File: config.mk
export PLATFORM = sky130hd
export DESIGN_NAME = sar_conv_ctrl
export DESIGN_NICKNAME = d
export VERILOG_FILES = /design/src/rtl/sar_pkg.sv /design/src/rtl/sar_halftick.sv /design/src/rtl/sar_engine.sv /design/src/rtl/sar_conv_ctrl.sv
export SDC_FILE = /design/constraint.sdc
export NUM_CORES = 1
export LEC_CHECK = 0
export ABC_CLOCK_PERIOD_IN_PS = 3510
export BUFFER_PORTS_ARGS = -buffer_cell sky130_fd_sc_hd__buf_4
export CAP_MARGIN = 10
export CORE_ASPECT_RATIO = 1.25
export CORE_MARGIN = 2
export CORE_UTILIZATION = 40
export CTS_CLUSTER_DIAMETER = 120
export DETAILED_ROUTE_END_ITERATION = 8
export GPL_TIMING_DRIVEN = 0
export HOLD_SLACK_MARGIN = 0.08
export SLEW_MARGIN = 20
export SYNTH_ARGS = -nofsm -noshare
export SYNTH_HDL_FRONTEND = slang
export SYNTH_SLANG_ARGS = --single-unit
export TNS_END_PERCENT = 30
File: constraint.sdc
create_clock -name clk -period 3.51 [get_ports clk]
set_input_delay 0.702 -clock clk [delete_from_list [all_inputs] [get_ports clk]]
set_output_delay 0.702 -clock clk [all_outputs]
set_load 0.005 [all_outputs]
File: src/rtl/sar_pkg.sv
`timescale 1ns/1ps
package sar_pkg;
   localparam int PS_W = 3;
   localparam logic [1:0] A_CTRL = 2'd0;
   localparam logic [1:0] A_CFG  = 2'd1;
   localparam logic [1:0] A_LO   = 2'd2;
   localparam logic [1:0] A_HI   = 2'd3;
   localparam int C_EN   = 0;
   localparam int C_GO   = 1;
   localparam int C_AUTO = 2;
   localparam int C_FLAG = 3;
   localparam int C_IE   = 4;
   localparam int C_PS   = 5;
   localparam int F_LADJ = 4;
   localparam int F_TSEL = 5;
   typedef enum logic [1:0] {K_MAN, K_AUTO, K_FIRST} kind_t;
endpackage

File: src/rtl/sar_halftick.sv
`timescale 1ns/1ps
module sar_halftick #(
   parameter int SEL_W = 3
) (
   input  logic             clk,
   input  logic             rst_n,
   input  logic             run,
   input  logic [SEL_W-1:0] sel,
   output logic             tick
);
   localparam int CNT_W = (1 << SEL_W) - 1;

   if (SEL_W < 1 || SEL_W > 5) begin : g_bad_sel
      $error("sar_halftick: SEL_W out of range");
   end

   logic [CNT_W-1:0] cnt;
   logic [CNT_W-1:0] lim;

   always_comb begin
      lim  = CNT_W'((64'd1 << sel) - 64'd1);
      tick = run && (cnt == lim);
   end

   always_ff @(posedge clk or negedge rst_n) begin
      if (!rst_n)           cnt <= '0;
      else if (!run || tick) cnt <= '0;
      else                   cnt <= cnt + 1'b1;
   end
endmodule

File: src/rtl/sar_engine.sv
`timescale 1ns/1ps
module sar_engine
   import sar_pkg::*;
#(
   parameter int RES_W      = 10,
   parameter int CHAN_W     = 4,
   parameter int FIRST_HALF = 77,
   parameter int AUTO_HALF  = 31,
   parameter int MAN_HALF   = 29
) (
   input  logic              clk,
   input  logic              rst_n,
   input  logic              start,
   input  kind_t             kind,
   input  logic              tick,
   input  logic              cmp_in,
   input  logic [CHAN_W-1:0] chan_req,
   output logic              busy,
   output logic              done,
   output logic [RES_W-1:0]  code,
   output logic [CHAN_W-1:0] chan_sel
);
   localparam int SAMP = 2 * RES_W + 2;
   localparam int RW   = $clog2(FIRST_HALF + 1);

   if (MAN_HALF < SAMP || AUTO_HALF < SAMP || FIRST_HALF < SAMP) begin : g_bad_len
      $error("sar_engine: conversion shorter than sample plus search");
   end

   logic [RW-1:0]    rem;
   logic [RW-1:0]    len;
   logic [RW-1:0]    idx;
   logic [RES_W-1:0] bitsel;
   logic             in_sar;

   always_comb begin
      unique case (kind)
         K_FIRST: len = RW'(FIRST_HALF);
         K_AUTO:  len = RW'(AUTO_HALF);
         default: len = RW'(MAN_HALF);
      endcase
      idx    = (rem - RW'(2)) >> 1;
      bitsel = RES_W'(1) << idx;
      in_sar = (rem >= RW'(2)) && (rem <= RW'(2 * RES_W + 1));
      done   = busy && tick && (rem == RW'(1));
   end

   always_ff @(posedge clk or negedge rst_n) begin
      if (!rst_n) begin
         busy     <= 1'b0;
         rem      <= '0;
         code     <= '0;
         chan_sel <= '0;
      end else if (start && !busy) begin
         busy <= 1'b1;
         rem  <= len;
         code <= '0;
      end else if (busy && tick) begin
         rem <= rem - 1'b1;
         if (rem == RW'(SAMP)) chan_sel <= chan_req;
         if (in_sar) begin
            if (rem[0])      code <= code | bitsel;
            else if (!cmp_in) code <= code & ~bitsel;
         end
         if (rem == RW'(1)) busy <= 1'b0;
      end
   end

   // the trial code only moves on a half-period strobe
   a_r6_dac_hold: assert property (@(posedge clk) disable iff (!rst_n)
      busy && !tick |=> $stable(code));
   // channel only changes at the sampling instant
   a_r10_chan_hold: assert property (@(posedge clk) disable iff (!rst_n)
      !(busy && tick && rem == RW'(SAMP)) |=> $stable(chan_sel));
   // a running conversion is not cut short or restarted
   a_r2_busy_ignore: assert property (@(posedge clk) disable iff (!rst_n)
      busy && !done |=> busy);
endmodule

File: src/rtl/sar_conv_ctrl.sv
`timescale 1ns/1ps
module sar_conv_ctrl
   import sar_pkg::*;
#(
   parameter int RES_W      = 10,
   parameter int CHAN_W     = 4,
   parameter int N_TRIG     = 4,
   parameter int FIRST_HALF = 77,
   parameter int AUTO_HALF  = 31,
   parameter int MAN_HALF   = 29
) (
   input  logic              clk,
   input  logic              rst_n,
   input  logic              wr_en,
   input  logic              rd_en,
   input  logic [1:0]        addr,
   input  logic [7:0]        wdata,
   output logic [7:0]        rdata,
   input  logic [N_TRIG-1:0] trig_in,
   input  logic              cmp_in,
   output logic [RES_W-1:0]  dac_code,
   output logic [CHAN_W-1:0] chan_sel,
   output logic              irq
);
   if (RES_W < 9 || RES_W > 16) begin : g_bad_res
      $error("sar_conv_ctrl: RES_W must be 9..16");
   end
   if (CHAN_W < 1 || CHAN_W > 4) begin : g_bad_chan
      $error("sar_conv_ctrl: CHAN_W must be 1..4");
   end
   if (N_TRIG < 1 || N_TRIG > 7) begin : g_bad_trig
      $error("sar_conv_ctrl: N_TRIG must be 1..7");
   end

   logic              en_q, auto_q, ie_q, flag_q, ladj_q, locked_q, first_q;
   logic [PS_W-1:0]   psel_q;
   logic [2:0]        tsel_q;
   logic [CHAN_W-1:0] chan_q;
   logic [RES_W-1:0]  res_q;
   logic [N_TRIG-1:0] trig_prev;

   logic ctrl_wr, cfg_wr, en_rise, first_now, man_start, auto_start, sel_rise;
   logic start, busy, done, tick, lock_now;
   logic [7:0]  rise_ext;
   logic [15:0] right_al, left_al, shown;
   kind_t kind;

   always_comb begin
      ctrl_wr    = wr_en && (addr == A_CTRL);
      cfg_wr     = wr_en && (addr == A_CFG);
      en_rise    = ctrl_wr && wdata[C_EN] && !en_q;
      first_now  = first_q || en_rise;
      man_start  = ctrl_wr && wdata[C_EN] && wdata[C_GO];
      rise_ext   = 8'({trig_in & ~trig_prev, 1'b0});
      sel_rise   = (32'(tsel_q) <= N_TRIG) && rise_ext[tsel_q];
      auto_start = en_q && auto_q && !busy && ((tsel_q == 3'd0) || sel_rise);
      start      = man_start || auto_start;
      if (first_now)      kind = K_FIRST;
      else if (man_start) kind = K_MAN;
      else                kind = K_AUTO;
      lock_now   = rd_en && (addr == A_LO);
      irq        = flag_q && ie_q;
   end

   sar_halftick #(.SEL_W(PS_W)) i_tick (
      .clk(clk), .rst_n(rst_n), .run(busy), .sel(psel_q), .tick(tick)
   );

   sar_engine #(
      .RES_W(RES_W), .CHAN_W(CHAN_W), .FIRST_HALF(FIRST_HALF),
      .AUTO_HALF(AUTO_HALF), .MAN_HALF(MAN_HALF)
   ) i_engine (
      .clk(clk), .rst_n(rst_n), .start(start), .kind(kind), .tick(tick),
      .cmp_in(cmp_in), .chan_req(chan_q), .busy(busy), .done(done),
      .code(dac_code), .chan_sel(chan_sel)
   );

   always_ff @(posedge clk or negedge rst_n) begin
      if (!rst_n) begin
         en_q <= 1'b0; auto_q <= 1'b0; ie_q <= 1'b0; flag_q <= 1'b0;
         psel_q <= '0; tsel_q <= '0; chan_q <= '0; ladj_q <= 1'b0;
         res_q <= '0; locked_q <= 1'b0; first_q <= 1'b0; trig_prev <= '0;
      end else begin
         trig_prev <= trig_in;
         if (ctrl_wr) begin
            en_q   <= wdata[C_EN];
            auto_q <= wdata[C_AUTO];
            ie_q   <= wdata[C_IE];
            psel_q <= wdata[C_PS +: PS_W];
         end
         if (cfg_wr) begin
            chan_q <= wdata[CHAN_W-1:0];
            ladj_q <= wdata[F_LADJ];
            tsel_q <= wdata[F_TSEL +: 3];
         end
         if (start && !busy) first_q <= 1'b0;
         else if (en_rise)   first_q <= 1'b1;
         if (done)                           flag_q <= 1'b1;
         else if (ctrl_wr && wdata[C_FLAG])  flag_q <= 1'b0;
         if (done && !locked_q && !lock_now) res_q <= dac_code;
         if (rd_en && addr == A_HI)  locked_q <= 1'b0;
         else if (lock_now)          locked_q <= 1'b1;
      end
   end

   assign right_al = 16'(res_q);
   if (RES_W == 16) begin : g_full
      assign left_al = res_q;
   end else begin : g_pad
      assign left_al = {res_q, {(16 - RES_W){1'b0}}};
   end
   assign shown = ladj_q ? left_al : right_al;

   always_comb begin
      unique case (addr)
         A_CTRL:  rdata = {psel_q, ie_q, flag_q, auto_q, busy, en_q};
         A_CFG:   rdata = {tsel_q, ladj_q, 4'(chan_q)};
         A_LO:    rdata = shown[7:0];
         default: rdata = shown[15:8];
      endcase
   end

   // the flag only rises as a conversion ends
   a_r8_flag_on_done: assert property (@(posedge clk) disable iff (!rst_n)
      $rose(flag_q) |-> $past(busy) && !busy);
   // a locked result pair never changes
   a_r11_lock_hold: assert property (@(posedge clk) disable iff (!rst_n)
      locked_q |=> $stable(res_q));
endmodule

Word-level counts from Yosys, hierarchy flattened
Index checks and enable logic that the tools add are counted.

Output and inout port bits: 23. Logic and storage cells: 105. Input port bits: 19. Register bits after elaboration: 60.

Magnitude comparators: 4. Bitwise logic cells: 6. Reductions and logical operators: 39. Mux-type cells: 24. $add $sub $neg: 4. Equal/unequal tests: 9. Shifts and indexed selects: 2.

Operators with widths (count): 10-bit 2-to-1 mux (5); 8-bit case mux with 3 select lines (1); 7-bit 2-to-1 mux (3); 1-bit logical AND (20); 16-bit 2-to-1 mux (1); 7-bit case mux with 2 select lines (1); 7-bit by 1-bit subtractor with 7-bit output, second input constant (2); 2-bit nonzero test (6); 1-bit 2-to-1 mux (11); 10-bit bitwise AND (1); 10-bit inverter (1); 10-bit bitwise OR (1); 1-bit by 6-bit left shift with 10-bit output, first input constant (1); 7-bit by 1-bit adder with 7-bit output, second input constant (1); 7-bit by 1-bit == test with 1-bit output, second input constant (1); 7-bit by 5-bit == test with 1-bit output, second input constant (1); 7-bit == test (1); 7-bit by 2-bit greater-or-equal comparator with 1-bit output, second input constant (1); 7-bit by 5-bit <= comparator with 1-bit output, second input constant (1); 1-bit by 3-bit left shift with 7-bit output, first input constant (1); 7-bit by 2-bit subtractor with 7-bit output, second input constant (1); 2-bit == test, second input constant (3); 3-bit AND reduction (2); 4-bit bitwise AND (1); 13 further kinds (20).

Logic depth before layout (Yosys ltp)
Gate-level depths: netlist (run 1).

Depth after elaboration: 11. Depth in mapped cells: 12.

Hierarchy
A second synthesis (run 1) with hierarchy kept.

Cell total of the unflattened synthesis: 338. Area total of the unflattened synthesis: 3513.4 um2.

Modules (own cells, without submodules): sar_conv_ctrl (area each 1567.8 um2, sequential area each 775.7 um2, cells an instance 128, times used 1); sar_engine (area each 1437.6 um2, sequential area each 550.5 um2, cells an instance 156, times used 1); sar_halftick (area each 508.0 um2, sequential area each 175.2 um2, cells an instance 54, times used 1).

Least setup slack after synthesis (run 1)
No wires, ideal clock.

Path kind: register -> register. Start: register psel_q[1]. End: register i_engine.chan_sel[0]. Setup slack: 362 ps. Arrival: 3023 ps. Stages on the path, launching flop included: 11. Clock period less this slack: 3148 ps. Cell sequence: dfrtp_1 clkbuf_1 or3_1 ha_1 buf_2 xnor2_1 a31oi_1 or4b_4 a211oi_4 and2_0 mux2_2.

Cells in the longest elaborated chain, start to end: 6.

RTL lines: from (decl) (RTL line sar_conv_ctrl.sv:36) `logic [PS_W-1:0] psel_q;`; from (signal assigned) (RTL line sar_conv_ctrl.sv:89) `psel_q <= wdata[C_PS +: PS_W];`; 1-bit by 3-bit left shift with 7-bit output (RTL line sar_halftick.sv:21) `lim = CNT_W'((64'd1 << sel) - 64'd1);`; 7-bit by 1-bit subtractor with 7-bit output (RTL line sar_halftick.sv:21); 7-bit == test (RTL line sar_halftick.sv:22) `tick = run && (cnt == lim);`; 1-bit logical AND (RTL line sar_halftick.sv:22); 1-bit logical AND (RTL line sar_engine.sv:58) `end else if (busy && tick) begin`; 3-bit AND reduction (no source line); to (signal assigned) (RTL line sar_engine.sv:60) `if (rem == RW'(SAMP)) chan_sel <= chan_req;`; to (decl) (RTL line sar_engine.sv:21) `output logic [CHAN_W-1:0] chan_sel`.

No other way between the ends. A chain may end at the register's enable or synchronous reset.

Worst setup path after layout (run 1)
Start: register psel_q[1]. End: register i_engine.busy.

Cells in the longest elaborated chain, start to end: 7.

RTL lines: 1-bit by 3-bit left shift with 7-bit output (RTL line sar_halftick.sv:21); 7-bit by 1-bit subtractor with 7-bit output (RTL line sar_halftick.sv:21); 7-bit == test (RTL line sar_halftick.sv:22); 1-bit logical AND (RTL line sar_halftick.sv:22); 1-bit logical AND (RTL line sar_engine.sv:58); 2-bit nonzero test (no source line); 2-bit AND reduction (no source line); to (signal assigned) (RTL line sar_engine.sv:50) `busy <= 1'b0;`; to (signal assigned) (RTL line sar_engine.sv:55) `busy <= 1'b1;`; to (signal assigned) (RTL line sar_engine.sv:65) `if (rem == RW'(1)) busy <= 1'b0;`; to (decl) (RTL line sar_engine.sv:18) `output logic busy,`.

No other way between the ends.

==> results of run 1 <==
worst reg2reg max path, cell delays in order (launching register included):
cell and delay [ps]:
dfrtp_1 410, clkbuf_2 210, or3_1 400, ha_1 210, buf_2 180, xor2_1 170
o311ai_0 150, or4b_4 590, a211oi_4 190, buf_4 190, buf_4 190, nand3_1 150
a21o_1 210
worst paths after layout:
check	from	end	slack, ps
min in group clk	trig_in[1]	trig_prev[1]	470
hold / removal	rst_n	i_engine.code[4]	420
setup reg to reg	psel_q[1]	i_engine.busy	180
setup / recovery	psel_q[1]	i_engine.busy	180
hold reg to reg	locked_q	locked_q	480
max in group asynchronous	rst_n	i_tick.cnt[5]	2570
power by group:
group          leakage, nW  total, mW  internal (mW)  switching [mW]
combinational         1.05      0.781          0.340           0.441
clock                0.110      0.716          0.422           0.294
sequential           0.755      0.917          0.795           0.122
cell usage in the layout, fill, tap and decap left out, types with 4 or more instances in the layout:
cell / instances
nor3_1: 5
o21ai_0: 8
mux2_2: 29
nand2b_1: 5
a31oi_1: 6
nor2b_1: 4
a21o_1: 6
inv_1: 9
nand3_1: 11
clkbuf_1: 14
clkbuf_8: 10
a221oi_1: 6
or3_1: 4
xnor2_1: 8
nand4_1: 6
xor2_1: 4
and2_1: 5
a21oi_1: 17
and3_1: 9
nand2_1: 27
nor2_1: 25
dfrtp_1: 60
buf_4: 42
ha_1: 9
mux2i_1: 15
stage by stage:
step           setup slack (ps)  power [mW]  utilization  setup TNS [ps]
3_3_place_gp             -146.3       1.680       0.4646          -603.6
6_report                  179.3       2.413       0.4953               0
4_1_cts                   108.6       2.420       0.4940               0
2_1_floorplan             362.3       1.463            -               0
3_5_place_dp             -161.7       1.692       0.4646          -651.4
5_1_grt                  0.1199       2.571       0.4953               0
logic make-up after synthesis:
group           synth area share
compound gates            0.1151
simple gates              0.2041
xor+xnor                 0.03040
mux                       0.1509
buf+inv                  0.03257
fa+ha+maj                0.03257
flops                     0.4343
layer usage:
metal	up-vias	global-route usage	routed length, um
li1	1339	-	-
met1	1384	0.2678	3729
met2	59	0.3103	4178
met3	11	0.03817	344
met4	0	0.07253	140
met5	-	0	0
layout make-up:
class	instances	area, um^2
buffer	19	83.83
clock buffer	11	141.4
clock inverter	5	85.08
fill	797	4205
inverter	10	37.54
multi-input combinational	251	1849
sequential	60	1501
tap	97	121.4
timing repair buffer	41	307.8
sequential cells by signal (all words and copies together) (netlist names):
| signal | cells |
|---|---|
| i_engine.busy | 1 |
| chan_q | 4 |
| ie_q | 1 |
| trig_prev | 4 |
| i_engine.code | 10 |
| tsel_q | 3 |
| en_q | 1 |
| psel_q | 3 |
| auto_q | 1 |
| res_q | 10 |
| ladj_q | 1 |
| i_tick.cnt | 7 |
| i_engine.rem | 7 |
| first_q | 1 |
| flag_q | 1 |
| locked_q | 1 |
| i_engine.chan_sel | 4 |
timing repair:
item,in CTS,in global routing
setup buffers,2,0
endpoints found under the setup margin,8,22
pin swaps,1,0
resized for setup,3,9
==> metrics.txt, run 1 <==
status=completed; number of synthesized flops with an enable pin=0; reg2reg path depth=12; initial antenna violation count=0; WL/cell=16.99 um; Detailed Route Iter0 Violations=146; Yosys cell types=51; Tot GR Track Use=0.1966; CTS tree=yes; Final HPWL DP=6.128 mm; WP depth=12; min Tclk post-route=3331 ps; Root Driver=clkbuf_8; post-route ant nets=0; Finished Layout Cells=494; Cell Area, Placed=3871 um^2; layout net count=420; synth top area cells=dfrtp_1, mux2_2, mux2i_1; maximum clock rate=300.2 MHz; Setup Viol. Count Final=0; Tcrit/Tclk final=0.9489; Cells after Synth=340; asr flop ratio synth=1.000; CTS H-tree lvls=3; Syn Area/Cell=10.17 um^2; Residual DRC=0; Synthesized Nets=368; Port Buffers=39; crit path cell chain=clkbuf_2 -> or3_1 -> ha_1 -> buf_2 -> xor2_1 -> o311ai_0 -> or4b_4 -> a211oi_4 -> buf_4 -> buf_4 -> nand3_1 -> a21o_1; hold_ws=416.1 ps; die span in y=107.9 um; critical path's top delay family=simple AND/OR/NAND/NOR gates; Syn Std Cell Area=3457 um^2; sequential area share after synthesis=0.4343; startpoint types=flip-flop; Crit path top cell by count=buf_4; Slew headroom=0.4864; Die X=87.15 um; row cnt=37; clock buffer depth=2; top cell type's share of synthesized area=0.4343; Leak=1.917 nW; # hold bufs at CTS=0; clk sinks=60; vias=2793; Starting Density=0.4149; largest net degree at the start of global routing=61; GRT Residual Overflow=0; die footprint=9407 um^2; Post-Route WL=8.393 mm; crit path DAT=3580 ps; slew of the pin with the lowest slew margin=770.4 ps; DR vias/cell=5.654; synthesis-stage register bit count=60; Routability Congestion=0.9333; diodes inserted=0; Power Dens Cells=584.7 nW/um^2; global-route wire length before repair=14.28 mm; P&R area growth vs syn=19.40%; Req. time, crit path=3760 ps; worst skew pair latency=350 ps; Layout Skew=13.33 ps; core box area=8333 um^2; Hold Crit Class=in -> async; slowest stage cell, crit path=or4b_4; CTS buffer count=9; crit path buf inv count=4; Setup CP Type=reg -> reg; count leader, synth=dfrtp_1; I/O pin count=42; area leader, netlist=dfrtp_1; Synth Flop Type=dfrtp_1; layout cells sized above 1=0.2695; clk slew on worst S/H paths=70 ps; fin. max-slew vios=0; Initial DRT Pass Iterations=4; vias in the first global route=2737; max_cap viols=0; RSZ-0062 raised after global routing=false; top post-synthesis cells by count=dfrtp_1, mux2_2, nand2_1; CP peak stage delay=590 ps; endpoint kind of the worst setup timing path=flip-flop; final hold vios=0; fin area=4128 um^2; CP Max Fanout=10; Placed Cells=476; Peak VDD IR=337.4 uV; Yosys warnings=0
(Power assumes the default switching activity.)
==> run 2, diff against run 1 <==
--- a/config.mk
+++ b/config.mk
@@ -6,7 +6,7 @@
 export NUM_CORES = 1
 export LEC_CHECK = 0
 export ABC_CLOCK_PERIOD_IN_PS = 3510
-export BUFFER_PORTS_ARGS = -buffer_cell sky130_fd_sc_hd__buf_4
+export BUFFER_PORTS_ARGS = -buffer_cell sky130_fd_sc_hd__buf_2
 export CAP_MARGIN = 10
 export CORE_ASPECT_RATIO = 1.25
 export CORE_MARGIN = 2
==> run 2 against run 1 <==
  * Wire length is 0.89% higher
  * Count of clock-buffer cells in the layout decreased by 2
  * Clock skew is 6.6 ps lower
  * Sequential share of layout area rose by 0.91 points
  * Hold slack better by 7.6 ps
  * Flip-flop and latch count is the same
  * Global-route usage decreased by 0.45 points
  * Largest power group unchanged
==> metrics.txt, run 2 (synthesis gave the netlist of run 1 again) <==
core box area=8333 um^2; clk slew on worst S/H paths=80 ps; WL/cell=17.11 um; endpoint kind of the worst setup timing path=flip-flop; clk sinks=60; slew of the pin with the lowest slew margin=763.7 ps; Starting Density=0.4149; crit path to=i_engine.code[2]; die span in y=107.9 um; P_sw=0.8646 mW; row cnt=37; global-route wire length before repair=14.21 mm; largest net degree at the start of global routing=61; FF-to-FF End=i_engine.code[2]; Power Dens Cells=576.1 nW/um^2; Leak=1.891 nW; CP Max Fanout=10; Tcrit/Tclk final=0.9393; Die X=87.15 um; I/O pin count=42; Placed Cells=476; WP depth=12; Setup CP Type=reg -> reg; CTS tree=yes; Comb power frac=0.332; Root Driver=clkbuf_8; R2R Path Start=psel_q[1]; maximum clock rate=303.3 MHz; Setup Viol. Count Final=0; Slew headroom=0.4909; Finished Layout Cells=495; CTS H-tree lvls=3; final hold vios=0; GRT Residual Overflow=0; Initial DRT Pass Iterations=4; Final HPWL DP=6.023 mm; min Tclk post-route=3297 ps; clock buffer depth=2; FF-to-FF setup slack=210 ps; critical path launch point=psel_q[1]; RSZ-0062 raised after global routing=false; Cell Area, Placed=3776 um^2; Residual DRC=0; fillers=829; Detailed Route Iter0 Violations=123; Routability Congestion=0.9269; Tot GR Track Use=0.1922; Peak VDD IR=321.3 uV; Port Buffers=39; max_cap viols=0; Layout Skew=6.722 ps; worst skew pair latency=340 ps; crit path cell chain=buf_2 -> or3_1 -> ha_1 -> buf_2 -> xor2_1 -> o311ai_0 -> or4b_4 -> a211oi_4 -> buf_4 -> clkbuf_4 -> nand4b_1 -> mux2i_1; DR vias/cell=5.671; Post-Route WL=8.468 mm; Cell Int Power=1.457 mW; top flop regs=i_engine.code (10), res_q (10); diodes inserted=0; crit path buf inv count=4; critical path's top delay family=simple AND/OR/NAND/NOR gates; sequential share of power=0.394; fin. max-slew vios=0; reg2reg path depth=12; sw frac=0.3724; layout cells sized above 1=0.2764; die footprint=9407 um^2; CP peak stage delay=580 ps; most frequent cells in the layout=dfrtp_1, buf_2, mux2_2; vias in the first global route=2839; P&R area growth vs syn=16.58%; CTS buffer count=9; vias=2807; startpoint types=flip-flop; crit path DAT=3510 ps; Req. time, crit path=3720 ps; Crit path top cell by count=buf_2; layout net count=421; fin area=4030 um^2; sequential cell area=1503 um^2; slowest stage cell, crit path=or4b_4; commonest non-fill, non-tap cell in the layout=dfrtp_1; Clock power frac=0.273; initial antenna violation count=0; # hold bufs at CTS=0; area occupied by multi-input gates=1873 um^2; Hold Crit Class=in -> async; post-route ant nets=0; status=completed; setup TNS=0 ps
==> run 2: final cells by class <==
| cell class | instances | share of cell area |
|---|---|---|
| Multi-Input combinational cell | 252 | 0.4648 |
| Sequential cell | 60 | 0.3729 |
| Timing Repair Buffer | 41 | 0.05278 |
| Clock buffer | 9 | 0.03074 |
| Tap cell | 97 | 0.03011 |
| Buffer | 19 | 0.02080 |
| Clock inverter | 7 | 0.01863 |
| Inverter | 10 | 0.009314 |
==> run 2: through the flow <==
| stage | utilization | hold slack, ps | power [mW] | setup slack (ps) |
|---|---|---|---|---|
| 3_5_place_dp | 0.4532 | 470.3 | 1.668 | -136.2 |
| 2_1_floorplan | - | 406.4 | 1.463 | 362.3 |
| 4_1_cts | 0.4790 | 458.0 | 2.315 | 66.41 |
| 6_report | 0.4836 | 423.7 | 2.322 | 213.0 |
| 5_1_grt | 0.4836 | 464.5 | 2.487 | 1.984 |
| 3_3_place_gp | 0.4529 | 460.2 | 1.655 | -105.9 |
==> run 2: repair_timing <==
item | in CTS | in global routing
cloned | 0 | 1
buffers inserted | 2 | 0
setup endpoints to repair | 8 | 29
gates resized for setup | 2 | 13
pin swaps | 1 | 0
==> run 2: worst min path at each step <==
stage / end / depth (start not counted)
after floorplan: auto_q / 0
final: i_engine.code[4] / 1
after global routing: trig_prev[1] / 1
after detailed placement: locked_q / 1
after CTS: i_engine.code[4] / 1
after global placement: locked_q / 1
==> run 2: power groups by stage <==
stage          Combinational (mW)  Sequential [mW]  Clock [mW]
2_1_floorplan               0.574            0.889           0
3_3_place_gp                0.732            0.922           0
3_5_place_dp                0.745            0.923           0
4_1_cts                     0.759            0.910       0.646
5_1_grt                     0.872            0.934       0.681
6_report                    0.772            0.916       0.634
==> run 2: routing by layer <==
layer  up-vias  GRT usage  share of wire
li1       1346          -              -
met1      1385     0.2534           0.45
met3        14    0.03817          0.037
met5         -          0              0
met4         0    0.07143          0.018
met2        62     0.3119           0.49
==> run 3, diff against run 2 <==
--- a/config.mk
+++ b/config.mk
@@ -5,11 +5,11 @@
 export SDC_FILE = /design/constraint.sdc
 export NUM_CORES = 1
 export LEC_CHECK = 0
-export ABC_CLOCK_PERIOD_IN_PS = 3510
+export ABC_CLOCK_PERIOD_IN_PS = 4100
 export BUFFER_PORTS_ARGS = -buffer_cell sky130_fd_sc_hd__buf_2
 export CAP_MARGIN = 10
 export CORE_ASPECT_RATIO = 1.25
-export CORE_MARGIN = 2
+export CORE_MARGIN = 5
 export CORE_UTILIZATION = 40
 export CTS_CLUSTER_DIAMETER = 120
 export DETAILED_ROUTE_END_ITERATION = 8
==> constraint.sdc (replaced) <==
create_clock -name clk -period 4.1 [get_ports clk]
set_input_delay 0.82 -clock clk [delete_from_list [all_inputs] [get_ports clk]]
set_output_delay 0.82 -clock clk [all_outputs]
set_load 0.005 [all_outputs]
==> run 3 against run 2 <==
  * Sequential power shrank 15%
  * Die area grew 13%
  * Clock power shrank 16%
  * Design area shrank 1.5%
  * Sequential share of layout area grew 0.52 points
  * Clock skew grew 2.4 ps
  * Critical path depth shrank 2
  * Total power shrank 15%
  * Highest routed layer unchanged
==> metrics.txt, run 3 (synthesis gave the netlist of run 1 again) <==
status=completed; Placed Cells=479; endpoint kind of the worst setup timing path=flip-flop; hold_ws=483.6 ps; worst skew pair latency=350 ps; Slew headroom=0.4945; fin. max-slew vios=0; Setup CP Type=reg -> reg; Routability Congestion=0.8826; RSZ-0062 raised after global routing=false; critical path's top delay family=simple AND/OR/NAND/NOR gates; I/O pin count=42; GRT Residual Overflow=0; layout net count=418; final core utilization=0.4640; P&R area growth vs syn=14.88%; die span in y=113.9 um; die footprint=10610 um^2; WL/cell=16.98 um; top flop regs=i_engine.code (10), res_q (10); final hold vios=0; commonest non-fill, non-tap cell in the layout=dfrtp_1; post-route ant nets=0; CTS tree=yes; initial antenna violation count=0; Die X=93.15 um; clock buffer depth=2; # hold bufs at CTS=0; clk slew on worst S/H paths=70 ps; CTS H-tree lvls=3; Layout Skew=9.154 ps; maximum clock rate=276.8 MHz; setup TNS=0 ps; Power Dens Cells=494.3 nW/um^2; WP depth=10; fin area=3971 um^2; Setup WS pre-CTS=464.4 ps; Req. time, crit path=4330 ps; diodes inserted=0; crit path DAT=3840 ps; max_cap viols=0; layout cells sized above 1=0.2532; crit path cell chain=clkbuf_1 -> or3_1 -> ha_1 -> buf_2 -> xnor2_1 -> a31oi_1 -> or4b_4 -> a211oi_4 -> and2_0 -> mux2_2; core box area=8558 um^2; CTS buffer count=9; row cnt=38; min Tclk post-route=3613 ps; fin worst setup slack=486.7 ps; Leak=1.864 nW; Residual DRC=0; Starting Density=0.4039; startpoint types=flip-flop; Final HPWL DP=6.167 mm; Hold Crit Depth=1; Tcrit/Tclk final=0.8813; Root Driver=clkbuf_8; fillers=826; clk sinks=60; Post-Route WL=8.403 mm; Peak VDD IR=247.1 uV; reg2reg path depth=10; Detailed Route Iter0 Violations=176; largest net degree at the start of global routing=61; Post-CTS Setup Repair Bufs=0; most frequent cells in the layout=dfrtp_1, buf_2, mux2_2; CP peak stage delay=600 ps; Cell Area, Placed=3780 um^2; global-route wire length before repair=14.27 mm; Tot GR Track Use=0.1728; CP Max Fanout=10; vias=2786; slowest stage cell, crit path=or4b_4; DR vias/cell=5.628; total design power=1.963 mW; vias in the first global route=2899; Finished Layout Cells=495; Setup Viol. Count Final=0; Hold Crit Class=reg -> reg; Initial DRT Pass Iterations=4; Resized Gates After CTS=0; Port Buffers=39; crit path buf inv count=2; slew of the pin with the lowest slew margin=758.3 ps
[run 3: cell count changes in the layout (fill, tap and decap cells not counted), sizes merged]
| cell | previous run | this run |
|---|---|---|
| nand4 | 8 | 7 |
| buf | 44 | 42 |
| clkbuf | 25 | 26 |
| clkinvlp | 3 | 2 |
[run 3: cell type report]
cell class	count	area [um^2]	share of cell area
well taps	100	125.1	0.03151
flip-flops and latches	60	1501	0.3781
clock inverters	6	63.81	0.01607
repair buffers	39	197.7	0.04978
multi-input cells	251	1843	0.4641
clock buffers	10	127.6	0.03214
inverters	10	37.54	0.009452
plain buffers	19	75.07	0.01890
[run 3: layer usage]
| layer | vias up | track usage | wire, um |
|---|---|---|---|
| met4 | 0 | 0.07234 | 176 |
| met2 | 59 | 0.2878 | 4063 |
| met5 | - | 0 | 0 |
| met3 | 12 | 0.03826 | 282 |
| met1 | 1375 | 0.2159 | 3881 |
| li1 | 1340 | - | - |
[run 3: worst paths after layout]
kind,start,endpoint,slack (ps)
worst max register to register,psel_q[2],i_engine.chan_sel[1],490
worst min register to register,locked_q,locked_q,480
max in group asynchronous,rst_n,i_engine.rem[3],3060
worst max-delay path,psel_q[2],i_engine.chan_sel[1],490
min in group asynchronous,rst_n,i_engine.chan_sel[2],540
worst min-delay path,locked_q,locked_q,480
[run 3: worst register-to-register path: cells and delay by family, from the launching register on]
| kind | cells | cell delay, ps |
|---|---|---|
| DFF | 1 | 430 |
| buffers and inverters | 2 | 430 |
| muxes | 1 | 380 |
| AOI/OAI and AO/OA | 2 | 450 |
| and+or+nand+nor | 3 | 1410 |
| adders and majority gates | 1 | 200 |
| xor gates and xnor gates | 1 | 210 |
[run 3: report_power, final]
| group | total (mW) | switching (mW) | internal [mW] | leakage (nW) |
|---|---|---|---|---|
| logic | 0.653 | 0.378 | 0.275 | 1.02 |
| registers | 0.780 | 0.0990 | 0.681 | 0.755 |
| clock network | 0.530 | 0.250 | 0.281 | 0.0927 |
| total | 1.96 | 0.727 | 1.24 | 1.86 |
